==> config.mk <==
export PLATFORM = sky130hd
export DESIGN_NAME = ecap_list_walker
export DESIGN_NICKNAME = d
export VERILOG_FILES = /design/src/rtl/ecap_walk_pkg.sv /design/src/rtl/ecap_walk_dp.sv /design/src/rtl/ecap_walk_ctrl.sv /design/src/rtl/ecap_list_walker.sv
export SDC_FILE = /design/constraint.sdc
export NUM_CORES = 1
export LEC_CHECK = 0
export ABC_AREA = 1
export ABC_CLOCK_PERIOD_IN_PS = 5300
export CORE_MARGIN = 2
export CORE_UTILIZATION = 45
export CTS_BUF_LIST = sky130_fd_sc_hd__clkbuf_8
export DETAILED_ROUTE_END_ITERATION = 8
export DONT_BUFFER_PORTS = 1
export GPL_TIMING_DRIVEN = 1
export PLACE_DENSITY_LB_ADDON = 0.08
export SLEW_MARGIN = 20
export SYNTH_ARGS = -nofsm -noshare
export SYNTH_HDL_FRONTEND = slang
export SYNTH_SLANG_ARGS = --single-unit
==> constraint.sdc <==
create_clock -name clk -period 5.3 [get_ports clk]
set_input_delay 0.795 -clock clk [delete_from_list [all_inputs] [get_ports clk]]
set_output_delay 0.795 -clock clk [all_outputs]
set_load 0.02 [all_outputs]
==> src/rtl/ecap_walk_pkg.sv <==
package ecap_walk_pkg;

  typedef enum logic [2:0] {
    RES_FOUND,
    RES_END,
    RES_EMPTY,
    RES_ERR,
    RES_APPEND
  } res_sel_e;

  typedef enum logic [2:0] {
    ST_IDLE,
    ST_ISSUE,
    ST_WAIT,
    ST_WR_TAIL,
    ST_WR_NEW,
    ST_DONE
  } walk_state_e;

  // control -> datapath strobes
  typedef struct packed {
    logic     ldReq;
    logic     ldStart;
    logic     rdIssue;
    logic     capHdr;
    logic     advance;
    logic     wrTail;
    logic     wrNew;
    logic     ldRes;
    res_sel_e resSel;
  } walk_strobe_t;

  // datapath -> control status
  typedef struct packed {
    logic opAppend;
    logic argsBad;
    logic atStart;
    logic hdrZero;
    logic idMatch;
    logic nextZero;
    logic nextBad;
    logic hopLimit;
    logic appendAtStart;
  } walk_stat_t;

endpackage

==> src/rtl/ecap_walk_dp.sv <==
module ecap_walk_dp
  import ecap_walk_pkg::*;
#(
  parameter int OFF_W     = 12,
  parameter int ID_W      = 16,
  parameter int VER_W     = 4,
  parameter int START_OFF = 256,
  parameter int MIN_BYTES = 8,
  parameter int MAX_HOPS  = 1024
) (
  input  logic                           clk,
  input  logic                           rstN,
  input  walk_strobe_t                   strobe,
  output walk_stat_t                     stat,
  input  logic                           reqAppend,
  input  logic [ID_W-1:0]                reqCapId,
  input  logic [VER_W-1:0]               reqCapVer,
  input  logic [OFF_W-1:0]               reqOffset,
  input  logic [OFF_W:0]                 reqSize,
  output logic                           rspFound,
  output logic                           rspErr,
  output logic [OFF_W-1:0]               rspOffset,
  output logic [OFF_W-1:0]               rspPrev,
  output logic                           memRdEn,
  output logic                           memWrEn,
  output logic [OFF_W-3:0]               memAddr,
  output logic [ID_W+VER_W+OFF_W-1:0]    memWrData,
  input  logic [ID_W+VER_W+OFF_W-1:0]    memRdData
);

  localparam int HDR_W     = ID_W + VER_W + OFF_W;
  localparam int LOW_W     = ID_W + VER_W;
  localparam int CFG_BYTES = 1 << OFF_W;
  localparam int SIZE_W    = OFF_W + 1;
  localparam int SUM_W     = SIZE_W + 1;
  localparam int HOP_W     = $clog2(MAX_HOPS + 1);
  localparam logic [OFF_W-1:0] START    = OFF_W'(START_OFF);
  localparam logic [OFF_W-1:0] LAST_HDR = OFF_W'(CFG_BYTES - 8);

  logic              opAppendQ;
  logic [ID_W-1:0]   idQ;
  logic [VER_W-1:0]  verQ;
  logic [OFF_W-1:0]  newOff;
  logic [OFF_W-1:0]  curOff;
  logic [OFF_W-1:0]  prevOff;
  logic [HDR_W-1:0]  lastHdr;
  logic [HOP_W-1:0]  hopCnt;

  logic [ID_W-1:0]   hdrId;
  logic [OFF_W-1:0]  hdrNext;
  logic [SUM_W-1:0]  endOff;
  logic [OFF_W-1:0]  newNext;

  assign hdrId   = memRdData[ID_W-1:0];
  assign hdrNext = memRdData[HDR_W-1 -: OFF_W];
  assign endOff  = SUM_W'(reqOffset) + SUM_W'(reqSize);

  // status towards the control
  always_comb begin
    stat.opAppend      = opAppendQ;
    stat.argsBad       = (reqOffset[1:0] != 2'b00) || (reqOffset < START) ||
                         (reqSize < SIZE_W'(MIN_BYTES)) ||
                         (endOff > SUM_W'(CFG_BYTES));
    stat.atStart       = (curOff == START);
    stat.hdrZero       = (memRdData == '0);
    stat.idMatch       = !opAppendQ && (hdrId == idQ);
    stat.nextZero      = (hdrNext == '0);
    stat.nextBad       = (hdrNext < START) || (hdrNext > LAST_HDR) ||
                         (hdrNext[1:0] != 2'b00);
    stat.hopLimit      = (hopCnt == HOP_W'(MAX_HOPS));
    stat.appendAtStart = (newOff == START);
  end

  // request capture and walk registers
  always_ff @(posedge clk or negedge rstN) begin
    if (!rstN) begin
      opAppendQ <= 1'b0;
      idQ       <= '0;
      verQ      <= '0;
      newOff    <= '0;
      curOff    <= START;
      prevOff   <= '0;
      lastHdr   <= '0;
      hopCnt    <= '0;
    end else begin
      if (strobe.ldReq) begin
        opAppendQ <= reqAppend;
        idQ       <= reqCapId;
        verQ      <= reqCapVer;
        newOff    <= reqOffset;
      end
      if (strobe.ldStart) begin
        curOff  <= START;
        prevOff <= '0;
        hopCnt  <= '0;
      end else if (strobe.advance) begin
        prevOff <= curOff;
        curOff  <= hdrNext;
        hopCnt  <= hopCnt + 1'b1;
      end
      if (strobe.capHdr) lastHdr <= memRdData;
    end
  end

  // response registers
  always_ff @(posedge clk or negedge rstN) begin
    if (!rstN) begin
      rspFound  <= 1'b0;
      rspErr    <= 1'b0;
      rspOffset <= '0;
      rspPrev   <= '0;
    end else if (strobe.ldRes) begin
      unique case (strobe.resSel)
        RES_FOUND: begin
          rspFound <= 1'b1; rspErr <= 1'b0; rspOffset <= curOff; rspPrev <= prevOff;
        end
        RES_END: begin
          rspFound <= 1'b0; rspErr <= 1'b0; rspOffset <= '0; rspPrev <= curOff;
        end
        RES_APPEND: begin
          rspFound  <= 1'b1; rspErr <= 1'b0; rspOffset <= newOff;
          rspPrev   <= (newOff == START) ? '0 : curOff;
        end
        RES_ERR: begin
          rspFound <= 1'b0; rspErr <= 1'b1; rspOffset <= '0; rspPrev <= '0;
        end
        default: begin
          rspFound <= 1'b0; rspErr <= 1'b0; rspOffset <= '0; rspPrev <= '0;
        end
      endcase
    end
  end

  // memory port
  assign newNext   = (newOff == START) ? lastHdr[HDR_W-1 -: OFF_W] : '0;
  assign memRdEn   = strobe.rdIssue;
  assign memWrEn   = strobe.wrTail | strobe.wrNew;
  assign memAddr   = strobe.wrNew ? newOff[OFF_W-1:2] : curOff[OFF_W-1:2];
  assign memWrData = strobe.wrNew ? {newNext, verQ, idQ}
                                  : {newOff, lastHdr[LOW_W-1:0]};

  p_rd_in_range_r6: assert property (@(posedge clk) disable iff (!rstN)
    memRdEn |-> (curOff >= START && curOff <= LAST_HDR && curOff[1:0] == 2'b00));

  p_new_hdr_legal_r10: assert property (@(posedge clk) disable iff (!rstN)
    strobe.wrNew |-> (newOff >= START && newOff[1:0] == 2'b00));

  p_hops_bounded_r7: assert property (@(posedge clk) disable iff (!rstN)
    hopCnt <= HOP_W'(MAX_HOPS));

endmodule

==> src/rtl/ecap_walk_ctrl.sv <==
module ecap_walk_ctrl
  import ecap_walk_pkg::*;
(
  input  logic         clk,
  input  logic         rstN,
  input  logic         reqValid,
  input  logic         reqAppend,
  input  walk_stat_t   stat,
  output logic         reqReady,
  output logic         rspDone,
  output walk_strobe_t strobe
);

  walk_state_e state, nxt;

  always_ff @(posedge clk or negedge rstN) begin
    if (!rstN) state <= ST_IDLE;
    else       state <= nxt;
  end

  always_comb begin
    nxt      = state;
    strobe   = '0;
    reqReady = 1'b0;
    rspDone  = 1'b0;
    unique case (state)
      ST_IDLE: begin
        reqReady = 1'b1;
        if (reqValid) begin
          strobe.ldReq = 1'b1;
          if (reqAppend && stat.argsBad) begin
            strobe.ldRes  = 1'b1;
            strobe.resSel = RES_ERR;
            nxt = ST_DONE;
          end else begin
            strobe.ldStart = 1'b1;
            nxt = ST_ISSUE;
          end
        end
      end
      ST_ISSUE: begin
        strobe.rdIssue = 1'b1;
        nxt = ST_WAIT;
      end
      ST_WAIT: begin
        strobe.capHdr = 1'b1;
        if (stat.opAppend && stat.appendAtStart) begin
          nxt = ST_WR_NEW;
        end else if (stat.atStart && stat.hdrZero) begin
          strobe.ldRes  = 1'b1;
          strobe.resSel = stat.opAppend ? RES_ERR : RES_EMPTY;
          nxt = ST_DONE;
        end else if (stat.idMatch) begin
          strobe.ldRes  = 1'b1;
          strobe.resSel = RES_FOUND;
          nxt = ST_DONE;
        end else if (stat.nextZero) begin
          if (stat.opAppend) begin
            nxt = ST_WR_TAIL;
          end else begin
            strobe.ldRes  = 1'b1;
            strobe.resSel = RES_END;
            nxt = ST_DONE;
          end
        end else if (stat.nextBad || stat.hopLimit) begin
          strobe.ldRes  = 1'b1;
          strobe.resSel = RES_ERR;
          nxt = ST_DONE;
        end else begin
          strobe.advance = 1'b1;
          nxt = ST_ISSUE;
        end
      end
      ST_WR_TAIL: begin
        strobe.wrTail = 1'b1;
        nxt = ST_WR_NEW;
      end
      ST_WR_NEW: begin
        strobe.wrNew  = 1'b1;
        strobe.ldRes  = 1'b1;
        strobe.resSel = RES_APPEND;
        nxt = ST_DONE;
      end
      ST_DONE: begin
        rspDone = 1'b1;
        nxt = ST_IDLE;
      end
      default: nxt = ST_IDLE;
    endcase
  end

  p_done_pulse_r2: assert property (@(posedge clk) disable iff (!rstN)
    rspDone |=> !rspDone);

  p_busy_after_accept_r2: assert property (@(posedge clk) disable iff (!rstN)
    (reqValid && reqReady) |=> !reqReady);

  p_read_then_decode_r11: assert property (@(posedge clk) disable iff (!rstN)
    strobe.rdIssue |=> (strobe.capHdr && !strobe.wrTail && !strobe.wrNew));

endmodule

==> src/rtl/ecap_list_walker.sv <==
module ecap_list_walker
  import ecap_walk_pkg::*;
#(
  parameter int OFF_W     = 12,
  parameter int ID_W      = 16,
  parameter int VER_W     = 4,
  parameter int START_OFF = 256,
  parameter int MIN_BYTES = 8,
  parameter int MAX_HOPS  = 1024
) (
  input  logic                        clk,
  input  logic                        rstN,
  input  logic                        reqValid,
  output logic                        reqReady,
  input  logic                        reqAppend,
  input  logic [ID_W-1:0]             reqCapId,
  input  logic [VER_W-1:0]            reqCapVer,
  input  logic [OFF_W-1:0]            reqOffset,
  input  logic [OFF_W:0]              reqSize,
  output logic                        rspDone,
  output logic                        rspFound,
  output logic                        rspErr,
  output logic [OFF_W-1:0]            rspOffset,
  output logic [OFF_W-1:0]            rspPrev,
  output logic                        memRdEn,
  output logic                        memWrEn,
  output logic [OFF_W-3:0]            memAddr,
  output logic [ID_W+VER_W+OFF_W-1:0] memWrData,
  input  logic [ID_W+VER_W+OFF_W-1:0] memRdData
);

  walk_strobe_t strobe;
  walk_stat_t   stat;

  ecap_walk_ctrl u_ctrl (
    .clk      (clk),
    .rstN     (rstN),
    .reqValid (reqValid),
    .reqAppend(reqAppend),
    .stat     (stat),
    .reqReady (reqReady),
    .rspDone  (rspDone),
    .strobe   (strobe)
  );

  ecap_walk_dp #(
    .OFF_W    (OFF_W),
    .ID_W     (ID_W),
    .VER_W    (VER_W),
    .START_OFF(START_OFF),
    .MIN_BYTES(MIN_BYTES),
    .MAX_HOPS (MAX_HOPS)
  ) u_dp (
    .clk      (clk),
    .rstN     (rstN),
    .strobe   (strobe),
    .stat     (stat),
    .reqAppend(reqAppend),
    .reqCapId (reqCapId),
    .reqCapVer(reqCapVer),
    .reqOffset(reqOffset),
    .reqSize  (reqSize),
    .rspFound (rspFound),
    .rspErr   (rspErr),
    .rspOffset(rspOffset),
    .rspPrev  (rspPrev),
    .memRdEn  (memRdEn),
    .memWrEn  (memWrEn),
    .memAddr  (memAddr),
    .memWrData(memWrData),
    .memRdData(memRdData)
  );

  p_found_offset_r4: assert property (@(posedge clk) disable iff (!rstN)
    (rspDone && rspFound) |-> (rspOffset >= OFF_W'(START_OFF)));

  p_err_clean_r6: assert property (@(posedge clk) disable iff (!rstN)
    (rspDone && rspErr) |-> (!rspFound && rspOffset == '0 && rspPrev == '0));

  p_rd_wr_excl_r11: assert property (@(posedge clk) disable iff (!rstN)
    !(memRdEn && memWrEn));

endmodule

**Yosys cells after proc, flatten, opt, wreduce, memory -nomap -nowiden**

Cells that the tools add are included.

- Flip-flop bits (word level): 129
- Latch bits: 0
- Memory bits (writable): 0
- ROM bits: 0
- Input bits: 81
- Output and inout bits: 72
- Logic and storage cells: 100
- Memories: 0

- $add $sub $neg: 2
- Multiply operators: 0
- Div/mod/pow operators: 0
- Magnitude comparators: 5
- Eq/ne operators: 13
- Shift-type cells: 0
- Mux-type cells: 47
- Bitwise operators: 1
- Reduce and logical (&&, ||, !) cells: 19

Operators by type and width:

| kind | number |
|---|---|
| $mux W12 | 6 |
| $pmux W12 S3 | 1 |
| $logic_not A32 Y1 | 1 |
| $mux W32 | 1 |
| $mux W4 | 8 |
| $eq A12 B9 Y1 const B | 2 |
| $lt A12 B9 Y1 const B | 2 |
| $mux W3 | 8 |
| $pmux W12 S2 | 1 |
| $mux W11 | 2 |
| $eq A16 B16 Y1 | 1 |
| $pmux W3 S5 | 1 |
| $add A12 B13 Y14 | 1 |
| $gt A14 B13 Y1 const B | 1 |
| $mux W1 | 14 |
| $lt A13 B4 Y1 const B | 1 |
| $gt A12 B12 Y1 const B | 1 |
| $logic_not A12 Y1 | 1 |
| $pmux W4 S3 | 1 |
| $add A11 B1 Y11 const B | 1 |
| $eq A11 B11 Y1 const B | 1 |
| $mux W10 | 1 |
| $eq A3 B2 Y1 const B | 3 |
| $eq A3 B3 Y1 const B | 3 |
| other kinds (10) | 24 |

**Depth between registers and ports, before layout**

Gate-level depths: netlist of the first run.

- Word-level depth: 13
- Gate-level depth with buffers: 24
- Gate-level depth less buffers: 23

**Modules after synthesis**

Synthesis of the first run repeated with hierarchy kept, for this count alone.

- Cells, all modules: 892
- Area, all modules: 6,935.4 sq um

Modules (own cells, without submodules):

| module | times used | cells each | area each (sq um) | sequential area each (sq um) |
|---|---|---|---|---|
| ecap_walk_dp | 1 | 838 | 6,607.6 | 3,154.3 |
| ecap_walk_ctrl | 1 | 54 | 327.8 | 75.1 |

**Worst setup path after synthesis of the first run**

Ideal clock, no wire load.

- Path kind: input to register
- From: in reqOffset[0]
- To: reg u_dp.prevOff[0]
- Library setup time: 0.130 ns
- Arrival: 2.724 ns
- Required time: 5.170 ns
- Setup slack: 2.446 ns
- Cell stages on the path: 22
- Buffers on the path: 1
- Cell sequence: ha_1 -> inv_1 -> fa_1 -> inv_1 -> nand2_1 -> a21oi_1 -> nand2_1 -> nor2_1 -> nand2_1 -> nor2_1 -> nand2_1 -> nor2_2 -> nand2_1 -> nand2_2 -> nand2_4 -> nand2_1 -> nand2_2 -> nand2_4 -> inv_2 -> buf_6 -> nand2_1 -> o21ai_0

- Word-level cells in the longest chain between the ends: 9

Ends and longest elaborated chain:

| element | RTL line | source |
|---|---|---|
| start: declaration | ecap_list_walker.sv:18 | `input logic [OFF_W-1:0] reqOffset,` |
| branches (longest 3 deep; another with $add A12 B13 Y14) | n/a |  |
| $logic_or A1 B1 Y1 (*) | ecap_walk_dp.sv:62 | `(reqSize < SIZE_W'(MIN_BYTES)) \|\|` |
| $logic_and A1 B1 Y1 (*) | ecap_walk_ctrl.sv:31 | `if (reqAppend && stat.argsBad) begin` |
| $mux W1 (*) | ecap_walk_ctrl.sv:31 |  |
| $mux W2 (*) | ecap_walk_ctrl.sv:29 | `if (reqValid) begin` |
| $mux W2 (*) | ecap_walk_ctrl.sv:26 | `unique case (state)` |
| $mux W12 or $reduce_bool A2 Y1 (tied branches) | n/a |  |
| end signal: assignment | ecap_walk_dp.sv:97 | `prevOff <= curOff;` |
| end: declaration | ecap_walk_dp.sv:45 | `logic [OFF_W-1:0] prevOff;` |

Mark *: on every way between the ends.
A chain may end at the register's enable or synchronous reset.

**Final worst setup path of the first run**

- From: reg u_ctrl.state[1]
- To: out memAddr[1]

- Word-level cells in the longest chain between the ends: 3

Ends and longest elaborated chain:

| element | RTL line | source |
|---|---|---|
| start: declaration | ecap_walk_ctrl.sv:14 | `walk_state_e state, nxt;` |
| start signal: assignment | ecap_walk_ctrl.sv:18 | `else state <= nxt;` |
| $eq A3 B3 Y1 | ecap_walk_ctrl.sv:26 |  |
| $mux W1 | ecap_walk_ctrl.sv:26 |  |
| $mux W10 | ecap_walk_dp.sv:138 | `assign memAddr = strobe.wrNew ? newOff[OFF_W-1:2] : curOff[OFF_W-1:2];` |
| end: declaration | ecap_list_walker.sv:27 | `output logic [OFF_W-3:0] memAddr,` |

Every way passes these cells.

==> flow_summary.yaml, run 1 <==
status:
  status: "finished clean"
power_and_ir_drop:
  ir_drop_mv: 0.216
  power_density_nw_per_um2: 569
  power.total_mw: 4.37
  power_leakage_nw: 3.86
critical_path:
  start_kind: "register"
  crit_family: "buffers and inverters"
  worstSetupPathType: "reg -> out"
  cpMostUsedCell: "nor2_1"
  crit_chain: "nor2_1, inv_1, nor2_1, buf_4, inv_2, buf_4, nor2_1, a21oi_1, inv_1"
  cp.required_ns: 4.51
  cp_max_fo: 47
  crit_arrival_ns: 2.91
  max_stage_delay_ns: 0.58
  critPathCaptureType: "output pin"
  critPathBufInv: 5
  crit_path_top_delay_cell: "inv_2"
yosys:
  ys_types: 42
  synth-edff-count: 0
  synth_top_flop_cell: "dfrtp_1"
  synthTopCellsByArea: "dfrtp_1, nand2_1, o21ai_0"
  synth-compound-area-share_pct: 13.1
  yosysMostFrequentCell: "nand2_1"
  synthCells: 951
  yosysSeqAreaShare_pct: 45.4
  synthesis.area_sq_um: 7120
  syn_avg_cell_area_sq_um: 7.48
  synth_top_cell_by_area: "dfrtp_1"
  synth_mux_area_share_pct: 0
  synth_top_family_by_area: "simple AND/OR/NAND/NOR gates"
  synthAdderAreaFrac_pct: 2.74
  synth-xor-area-share_pct: 1.48
  synth-simple-area-share_pct: 27.8
  synthArstFlopShare_pct: 100
  synth_nets: 1047
  synth-seq-cells: 129
  synth_top_cell_area_share_pct: 45.0
  yosys_warnings: 0
  ys_top_cells_by_count: "nand2_1, inv_1, dfrtp_1, o21ai_0, nor2_1"
place:
  place_area_sq_um: 7260
  hpwl_mm: 14.0
  gp_congestion: 0.855
  io_buffers: 0
clock_network:
  cts_resized: 0
  clk_latency_ns: 0.45
  cts_tree: "done"
  postCtsSetupBuffers: 0
  cts_num_sinks: 129
  htree_levels: 4
  cts_max_path_buffers: 2
  numCtsBuffers: 17
  path_clk_slew_ns: 0.07
  clock-root-buffer: "clkbuf_8"
  ctsHoldBuffers: 0
floorplan:
  io_pins: 153
  initial_core_util_pct: 46.5
  die_x_um: 130
  die-area_sq_um: 16800
  rows: 45
  coreArea_sq_um: 15300
  die_h_um: 130
timing:
  fin_crit_ns: 3.71
  hold-worst-slack_ns: 0.0350
  finalSetupTns_ns: 0
  hold_viol: 0
  slew_violations: 0
  period_share_pct: 69.9
  worst_pin_slew_ns: 0.907
  final.setup_skew_ns: 0.0152
  setup_viol_count_final: 0
  timing.fmax_mhz: 270
  slew_headroom_pct: 39.1
  rsz0062_at_grt: "no"
grt:
  overflow: 0
  grtUsageTotal_pct: 23.4
  grt_pass1_wl_mm: 30.2
  grt_max_degree: 130
  first_global_vias: 5729
  antenna_found_initial: 0
routing:
  drtPass1Iterations: 6
  antenna_left: 0
  drt_iter0_drc: 466
  vias: 6021
  post-route-drc-count: 0
  vias_per_cell: 5.18
  avgRoutedWirePerCell_um: 16.5
  wl_mm: 19.2
layout:
  area_delta_synth_final_pct: 7.79
  nets: 1035
  drive_above_1_share_pct: 8.19
  fin_util_pct: 50.1
  final_cell_area_sq_um: 7670
  num_antenna_cells: 0
run:
  max_cap_viol_count: 0
worst_hold_path:
  holdCritPathClass: "in -> async"
-- layout by cell type (no fill, tap or decap), types with 2 or more instances in the layout --
cell type,n
nand3_1,46
nand2_1,264
a31oi_1,2
a21oi_1,23
nor2_1,62
xnor2_1,7
o21ai_0,112
a21oi_4,2
xor2_1,5
clkinv_2,5
o21bai_1,2
o22ai_1,12
nor3_2,2
dfrtp_1,128
clkinvlp_4,3
inv_1,129
clkbuf_8,18
clkinv_4,2
a21oi_2,2
nand2_2,15
nor2_2,3
nor3_1,11
ha_1,14
bufinv_16,3
o21ai_1,10
nor4_1,5
nand3_2,4
nand2_4,4
inv_2,7
nand4_1,31
buf_4,4
-- cell type report --
| cell class | instances | area (sq um) |
|---|---|---|
| Clock buffer | 18 | 248 |
| Clock inverter | 14 | 164 |
| Timing Repair Buffer | 4 | 30.0 |
| Inverter | 136 | 510 |
| Sequential cell | 129 | 3230 |
| Fill cell | 1579 | 7640 |
| Multi-Input combinational cell | 651 | 3230 |
| Tap cell | 211 | 264 |
-- path summary, 6_finish.rpt --
kind | slack (ns) | from | cells after the start | endpoint
min reg2reg | 0.49 | u_dp.lastHdr[4]$_DFFE_PN0P_ | 2 | u_dp.lastHdr[4]$_DFFE_PN0P_
max reg2reg | 2.28 | u_dp.newOff[5]$_DFFE_PN0P_ | 14 | u_dp.rspPrev[11]$_DFFE_PN0P_
max in group asynchronous | 5.00 | rstN | 0 | u_dp.curOff[8]$_DFFE_PN1P_
min | 0.04 | rstN | 0 | u_dp.idQ[6]$_DFFE_PN0P_
min in group clk | 0.46 | memRdData[17] | 2 | u_dp.lastHdr[17]$_DFFE_PN0P_
max | 1.59 | u_ctrl.state[1]$_DFFE_PN0P_ | 9 | memAddr[1]
-- power breakdown --
group	switching [mW]	internal [mW]
Clock	0.402	0.475
Sequential	0.367	1.40
Combinational	1.28	0.440
Total	2.05	2.32
-- registers in the layout (all words and copies together) (netlist names) --
signal          count
u_ctrl.state        3
u_dp.curOff        12
u_dp.hopCnt        11
u_dp.idQ           16
u_dp.lastHdr       32
u_dp.newOff        12
u_dp.opAppendQ      1
u_dp.prevOff       12
u_dp.rspErr         1
u_dp.rspFound       1
u_dp.rspOffset     12
u_dp.rspPrev       12
u_dp.verQ           4
-- through the flow --
stage / setup slack (ns) / instances
finish: 1.59 / 1163
global route: 1.33 / 1163
CTS: 1.57 / 1163
detailed placement: 1.82 / 1131
global placement: 1.84 / 1131
floorplan: 2.45 / 951
-- cell families after synthesis --
| group | count (synthesis) |
|---|---|
| flip-flops | 129 |
| AND/OR/NAND/NOR | 452 |
| buffers and inverters | 171 |
| adder cells (fa/ha/maj) | 15 |
| XOR/XNOR | 12 |
| AO/OA/AOI/OAI | 172 |
-- metal layers --
layer	vias to the layer above	routed length, um	global-route usage, %
met5	-	0	0
met4	0	277	7.02
met3	19	1550	7.22
met2	194	8400	35.3
met1	2762	9000	32.7
li1	3046	-	-
Power figures use the tool's default switching activity.
==> run 2, diff against run 1 <==
--- a/config.mk
+++ b/config.mk
@@ -6,7 +6,7 @@
 export NUM_CORES = 1
 export LEC_CHECK = 0
 export ABC_AREA = 1
-export ABC_CLOCK_PERIOD_IN_PS = 5300
+export ABC_CLOCK_PERIOD_IN_PS = 3150
 export CORE_MARGIN = 2
 export CORE_UTILIZATION = 45
 export CTS_BUF_LIST = sky130_fd_sc_hd__clkbuf_8
==> constraint.sdc (replaced) <==
create_clock -name clk -period 3.15 [get_ports clk]
set_input_delay 0.4725 -clock clk [delete_from_list [all_inputs] [get_ports clk]]
set_output_delay 0.4725 -clock clk [all_outputs]
set_load 0.02 [all_outputs]
==> run 2 against run 1 <==
The flow now finishes with violations (negative hold slack). Core utilization is 1.7 points higher. Critical path type unchanged. Clock skew decreased by 0.0015 ns. Largest cell class unchanged. Register-to-register slack worse by 1.7 ns. Sequential power is 69% higher.
==> flow_summary.yaml, run 2 (synthesis gave the netlist of run 1 again) <==
timing:
  finalSetupTns_ns: 0
  timing.fmax_mhz: 375
  rsz0062_at_grt: "no"
  setup_viol_count_final: 0
  hold_viol: 129
  slew_headroom_pct: 41.4
  period_share_pct: 84.6
  fin_crit_ns: 2.66
  hold-worst-slack_ns: -0.285
  worst_pin_slew_ns: 0.873
  final.setup_skew_ns: 0.0137
  slew_violations: 0
layout:
  reg_top3: "u_dp.lastHdr: 32 flops, u_dp.idQ: 16 flops"
  num_antenna_cells: 0
  drive_above_1_share_pct: 11.4
  largest_register: "u_dp.lastHdr"
  final_cell_area_sq_um: 7930
  layout_commonest_cell: "nand2_1"
  largest_reg_flops: 32
  final_cell_mix: "nand2_1, inv_1, dfrtp_1"
  area_delta_synth_final_pct: 11.4
  nets: 1074
clock_network:
  numCtsBuffers: 17
  clock-root-buffer: "clkbuf_8"
  clk_latency_ns: 0.45
  cts_resized: 0
  cts_tree: "done"
  htree_levels: 4
  postCtsSetupBuffers: 0
  path_clk_slew_ns: 0.07
  cts_max_path_buffers: 2
  cts_num_sinks: 129
critical_path:
  worstSetupPathType: "reg -> out"
  cp_max_fo: 28
  rr_worst_depth: 11
  cp.required_ns: 2.68
  crit_arrival_ns: 2.19
  start_kind: "register"
  rr_endpoint: "u_dp.rspOffset[2]$_DFFE_PN0P_"
  critPathCaptureType: "output pin"
  r2r_slack_ns: 0.56
  reg2reg_from: "u_dp.hopCnt[0]$_DFFE_PN0P_"
place:
  hpwl_mm: 14.2
  place_area_sq_um: 7550
  io_buffers: 0
  gp_congestion: 0.880
grt:
  antenna_found_initial: 0
  overflow: 0
  grt_pass1_wl_mm: 30.2
  first_global_vias: 5817
  grt_max_degree: 130
  grtUsageTotal_pct: 23.2
status:
  status: "finished, violations left"
  violations: "negative hold slack"
power_and_ir_drop:
  power_density_nw_per_um2: 963
  ir_drop_mv: 0.513
  power_leakage_nw: 4.05
  power.total_mw: 7.64
routing:
  vias_per_cell: 5.06
  drt_iter0_drc: 383
  post-route-drc-count: 0
  vias: 6083
  avgRoutedWirePerCell_um: 15.8
  drtPass1Iterations: 4
  wl_mm: 19.0
  antenna_left: 0
floorplan:
  die-area_sq_um: 16800
  rows: 45
  die_x_um: 130
  io_pins: 153
  initial_core_util_pct: 46.5
  die_h_um: 130
  coreArea_sq_um: 15300
run:
  max_cap_viol_count: 0
worst_hold_path:
  holdCritPathClass: "in -> async"
-- run 2: cell count changes in the layout (fill, tap and decap cells not counted), sizes merged --
cell	previous run	this run
buf	4	43
inv	137	140
clkinv	7	5
bufinv	3	2
-- run 2: worst max-delay path by stage --
| stage | start | to | slack (ns) | cells past startpoint |
|---|---|---|---|---|
| 4_1_cts | u_ctrl.state[1]$_DFFE_PN0P_ | memAddr[6] | 0.46 | 8 |
| 3_3_place_gp | reqOffset[0] | u_dp.rspOffset[2]$_DFFE_PN0P_ | 0.22 | 17 |
| 5_1_grt | u_dp.hopCnt[0]$_DFFE_PN0P_ | u_dp.rspOffset[2]$_DFFE_PN0P_ | 0.25 | 11 |
| 6_report | u_ctrl.state[1]$_DFFE_PN0P_ | memAddr[6] | 0.49 | 8 |
| 2_1_floorplan | reqOffset[0] | u_dp.prevOff[0]$_DFFE_PN0P_ | 0.62 | 22 |
| 3_5_place_dp | reqOffset[0] | u_dp.rspOffset[2]$_DFFE_PN0P_ | 0.13 | 17 |
-- run 2: metal layers --
layer	track usage [%]	vias to the layer above	wire length [um]
met3	5.37	18	1110
met2	35.4	146	8400
met5	0	-	0
met4	6.64	0	243
met1	33.3	2809	9260
li1	-	3110	-
-- run 2: cell type report --
cell class | count | area, sq um
multi-input cells | 651 | 3230
inverters | 136 | 510
flip-flops and latches | 129 | 3230
clock inverters | 14 | 126
clock buffers | 18 | 248
fillers | 1557 | 7390
well taps | 211 | 264
repair buffers | 43 | 323
-- run 2: metrics by stage --
stage	utilization [%]	worst slack, ns	hold WS [ns]	cells
floorplan	-	0.619	0.177	951
global placement	49.3	0.215	0.181	1170
detailed placement	49.3	0.134	0.181	1170
CTS	51.8	0.460	-0.311	1202
global route	51.8	0.255	-0.310	1202
finish	51.8	0.486	-0.285	1202
-- run 2: power breakdown --
| part | leakage (nW) | internal, mW | total [mW] | switching [mW] |
|---|---|---|---|---|
| Sequential | 1.66 | 2.36 | 2.99 | 0.636 |
| Combinational | 2.18 | 1.09 | 3.29 | 2.21 |
| Clock | 0.199 | 0.706 | 1.35 | 0.642 |
| Total | 4.05 | 4.15 | 7.64 | 3.48 |
-- run 2: critical path, cell delays in order, from the launching register on --
cell,delay (ns)
dfrtp_1,0.42
nor2_1,0.06
inv_1,0.08
nor2_1,0.07
inv_2,0.36
buf_4,0.30
nor2_1,0.06
a21oi_1,0.23
inv_1,0.17
==> run 3, diff against run 2 <==
--- a/config.mk
+++ b/config.mk
@@ -6,7 +6,7 @@
 export NUM_CORES = 1
 export LEC_CHECK = 0
 export ABC_AREA = 1
-export ABC_CLOCK_PERIOD_IN_PS = 3150
+export ABC_CLOCK_PERIOD_IN_PS = 2500
 export CORE_MARGIN = 2
 export CORE_UTILIZATION = 45
 export CTS_BUF_LIST = sky130_fd_sc_hd__clkbuf_8
==> constraint.sdc (replaced) <==
create_clock -name clk -period 2.5 [get_ports clk]
set_input_delay 0.375 -clock clk [delete_from_list [all_inputs] [get_ports clk]]
set_output_delay 0.375 -clock clk [all_outputs]
set_load 0.02 [all_outputs]
==> run 3 against run 2 <==
The run still ends with negative hold slack left. Critical path depth unchanged. Sequential power up 26%. Sequential share of layout area down 0.92 points. Critical endpoint is now memWrData[20]. Power up 28%. Sequential cell count unchanged. Critical path type unchanged. Final cell count up 1.6%. Setup slack worse by 0.38 ns. Hold slack worse by 0.090 ns. Final area up 2.3%. Via count up 3.4%. Global-route usage up 0.41 points. Clock skew down 0.0012 ns.
==> flow_summary.yaml, run 3 (synthesis gave the netlist of run 1 again) <==
place:
  io_buffers: 0
  hpwl_mm: 14.5
  preCtsSetupSlack_ns: -0.115
  dp.cells: 1190
  gp_congestion: 0.904
layout:
  nets: 1094
  num_antenna_cells: 0
  reg_top3: "u_dp.lastHdr: 32 flops, u_dp.idQ: 16 flops"
  multi_input_area_sq_um: 3230
  area_delta_synth_final_pct: 13.9
  layout_commonest_cell: "nand2_1"
  largest_reg_flops: 32
  fill_cells: 1579
  final_cell_mix: "nand2_1, dfrtp_1, inv_1"
  final_cells: 1221
  seq_area_sq_um: 3230
  drive_above_1_share_pct: 14.4
  largest_register: "u_dp.lastHdr"
critical_path:
  cp.required_ns: 2.12
  crit_arrival_ns: 2.02
  worstSetupPathType: "reg -> out"
  r2r_slack_ns: 0.24
  reg2reg_from: "u_dp.hopCnt[0]$_DFFE_PN0P_"
  rr_endpoint: "u_dp.hopCnt[6]$_DFFE_PN0P_"
  start_kind: "register"
  critPathCaptureType: "output pin"
  rr_worst_depth: 13
  crit_path_start: "u_dp.newOff[7]$_DFFE_PN0P_"
  cp_max_fo: 12
routing:
  drtPass1Iterations: 5
  avgRoutedWirePerCell_um: 15.7
  drt_iter0_drc: 401
  vias_per_cell: 5.15
  vias: 6287
  post-route-drc-count: 0
  wl_mm: 19.2
  antenna_left: 0
floorplan:
  initial_core_util_pct: 46.5
  io_pins: 153
  coreArea_sq_um: 15300
  die_h_um: 130
  die_x_um: 130
  die-area_sq_um: 16800
  rows: 45
grt:
  grt_pass1_wl_mm: 30.5
  antenna_found_initial: 0
  overflow: 0
  first_global_vias: 5800
  grtUsageTotal_pct: 23.6
  grt_max_degree: 130
timing:
  slew_violations: 0
  slew_headroom_pct: 49.7
  hold-worst-slack_ns: -0.375
  final.setup_skew_ns: 0.0125
  rsz0062_at_grt: "yes"
  fin_crit_ns: 2.39
  timing.fmax_mhz: 418
  setup_ws_ns: 0.108
  period_share_pct: 95.7
  setup_viol_count_final: 0
  hold_viol: 129
  worst_pin_slew_ns: 0.748
clock_network:
  htree_levels: 4
  cts_max_path_buffers: 2
  cts_tree: "done"
  numCtsBuffers: 17
  path_clk_slew_ns: 0.08
  clock-root-buffer: "clkbuf_8"
  clk_latency_ns: 0.44
  cts_num_sinks: 129
power_and_ir_drop:
  ir_drop_mv: 0.490
  power_density_nw_per_um2: 1210
  power_leakage_nw: 4.13
run:
  max_cap_viol_count: 0
status:
  status: "finished, violations left"
  violations: "negative hold slack"
worst_hold_path:
  holdCritPathClass: "in -> async"
[run 3: power by group]
| group | switching, mW | internal, mW | leakage, nW |
|---|---|---|---|
| registers | 0.795 | 2.97 | 1.66 |
| clock network | 0.833 | 0.772 | 0.169 |
| logic | 2.84 | 1.56 | 2.30 |
| total | 4.47 | 5.30 | 4.13 |
[run 3: worst max-delay path, stage by stage, from the launching register on]
cell and delay [ns]:
dfrtp_1 0.38, inv_2 0.12, nand4_1 0.10, or2_1 0.25
nor2_2 0.14, buf_6 0.18, nand3_1 0.07, o21ai_0 0.13
buf_4 0.21
[run 3: cell type report]
type	count	share of cell area [%]
Tap cell	211	3.26
Inverter	136	6.33
Clock inverter	14	1.47
Timing Repair Buffer	63	6.39
Multi-Input combinational cell	651	39.9
Clock buffer	17	2.89
Sequential cell	129	39.8
[run 3: layer usage]
metal | wire length, um | share of wire (%) | GRT usage (%)
met5 | 0 | 0 | 0
met4 | 201 | 1.0 | 6.14
met3 | 1290 | 6.7 | 6.07
met2 | 8590 | 45 | 35.5
met1 | 9090 | 47 | 34.2
[run 3: worst max path at each step]
stage | to | slack (ns) | cells after the start
after floorplan | u_dp.prevOff[0]$_DFFE_PN0P_ | 0.07 | 22
after global routing | memWrData[21] | -0.003 | 8
after global placement | u_dp.rspOffset[2]$_DFFE_PN0P_ | -0.09 | 19
after CTS | memWrData[31] | 0.02 | 8
after detailed placement | u_dp.rspOffset[2]$_DFFE_PN0P_ | -0.11 | 19
final | memWrData[20] | 0.11 | 8
[run 3: what timing repair did]
item | in CTS | in global routing
gates resized for setup | 3 | 12
setup endpoints to repair | 3 | 18
buffers inserted | 0 | 0
hold endpoints to repair | 129 | 129
[run 3: stage by stage]
step                      TNS [ns]  total power [mW]  utilization [%]  instance area, sq um
final                            0              9.77             52.9                  8110
after global routing      -0.00310              10.6             52.9                  8110
after CTS                        0              9.86             52.9                  8100
after detailed placement     -3.73              8.19             50.5                  7740
after global placement       -1.99              8.16             50.5                  7740
after floorplan                  0              6.58                -                  7120
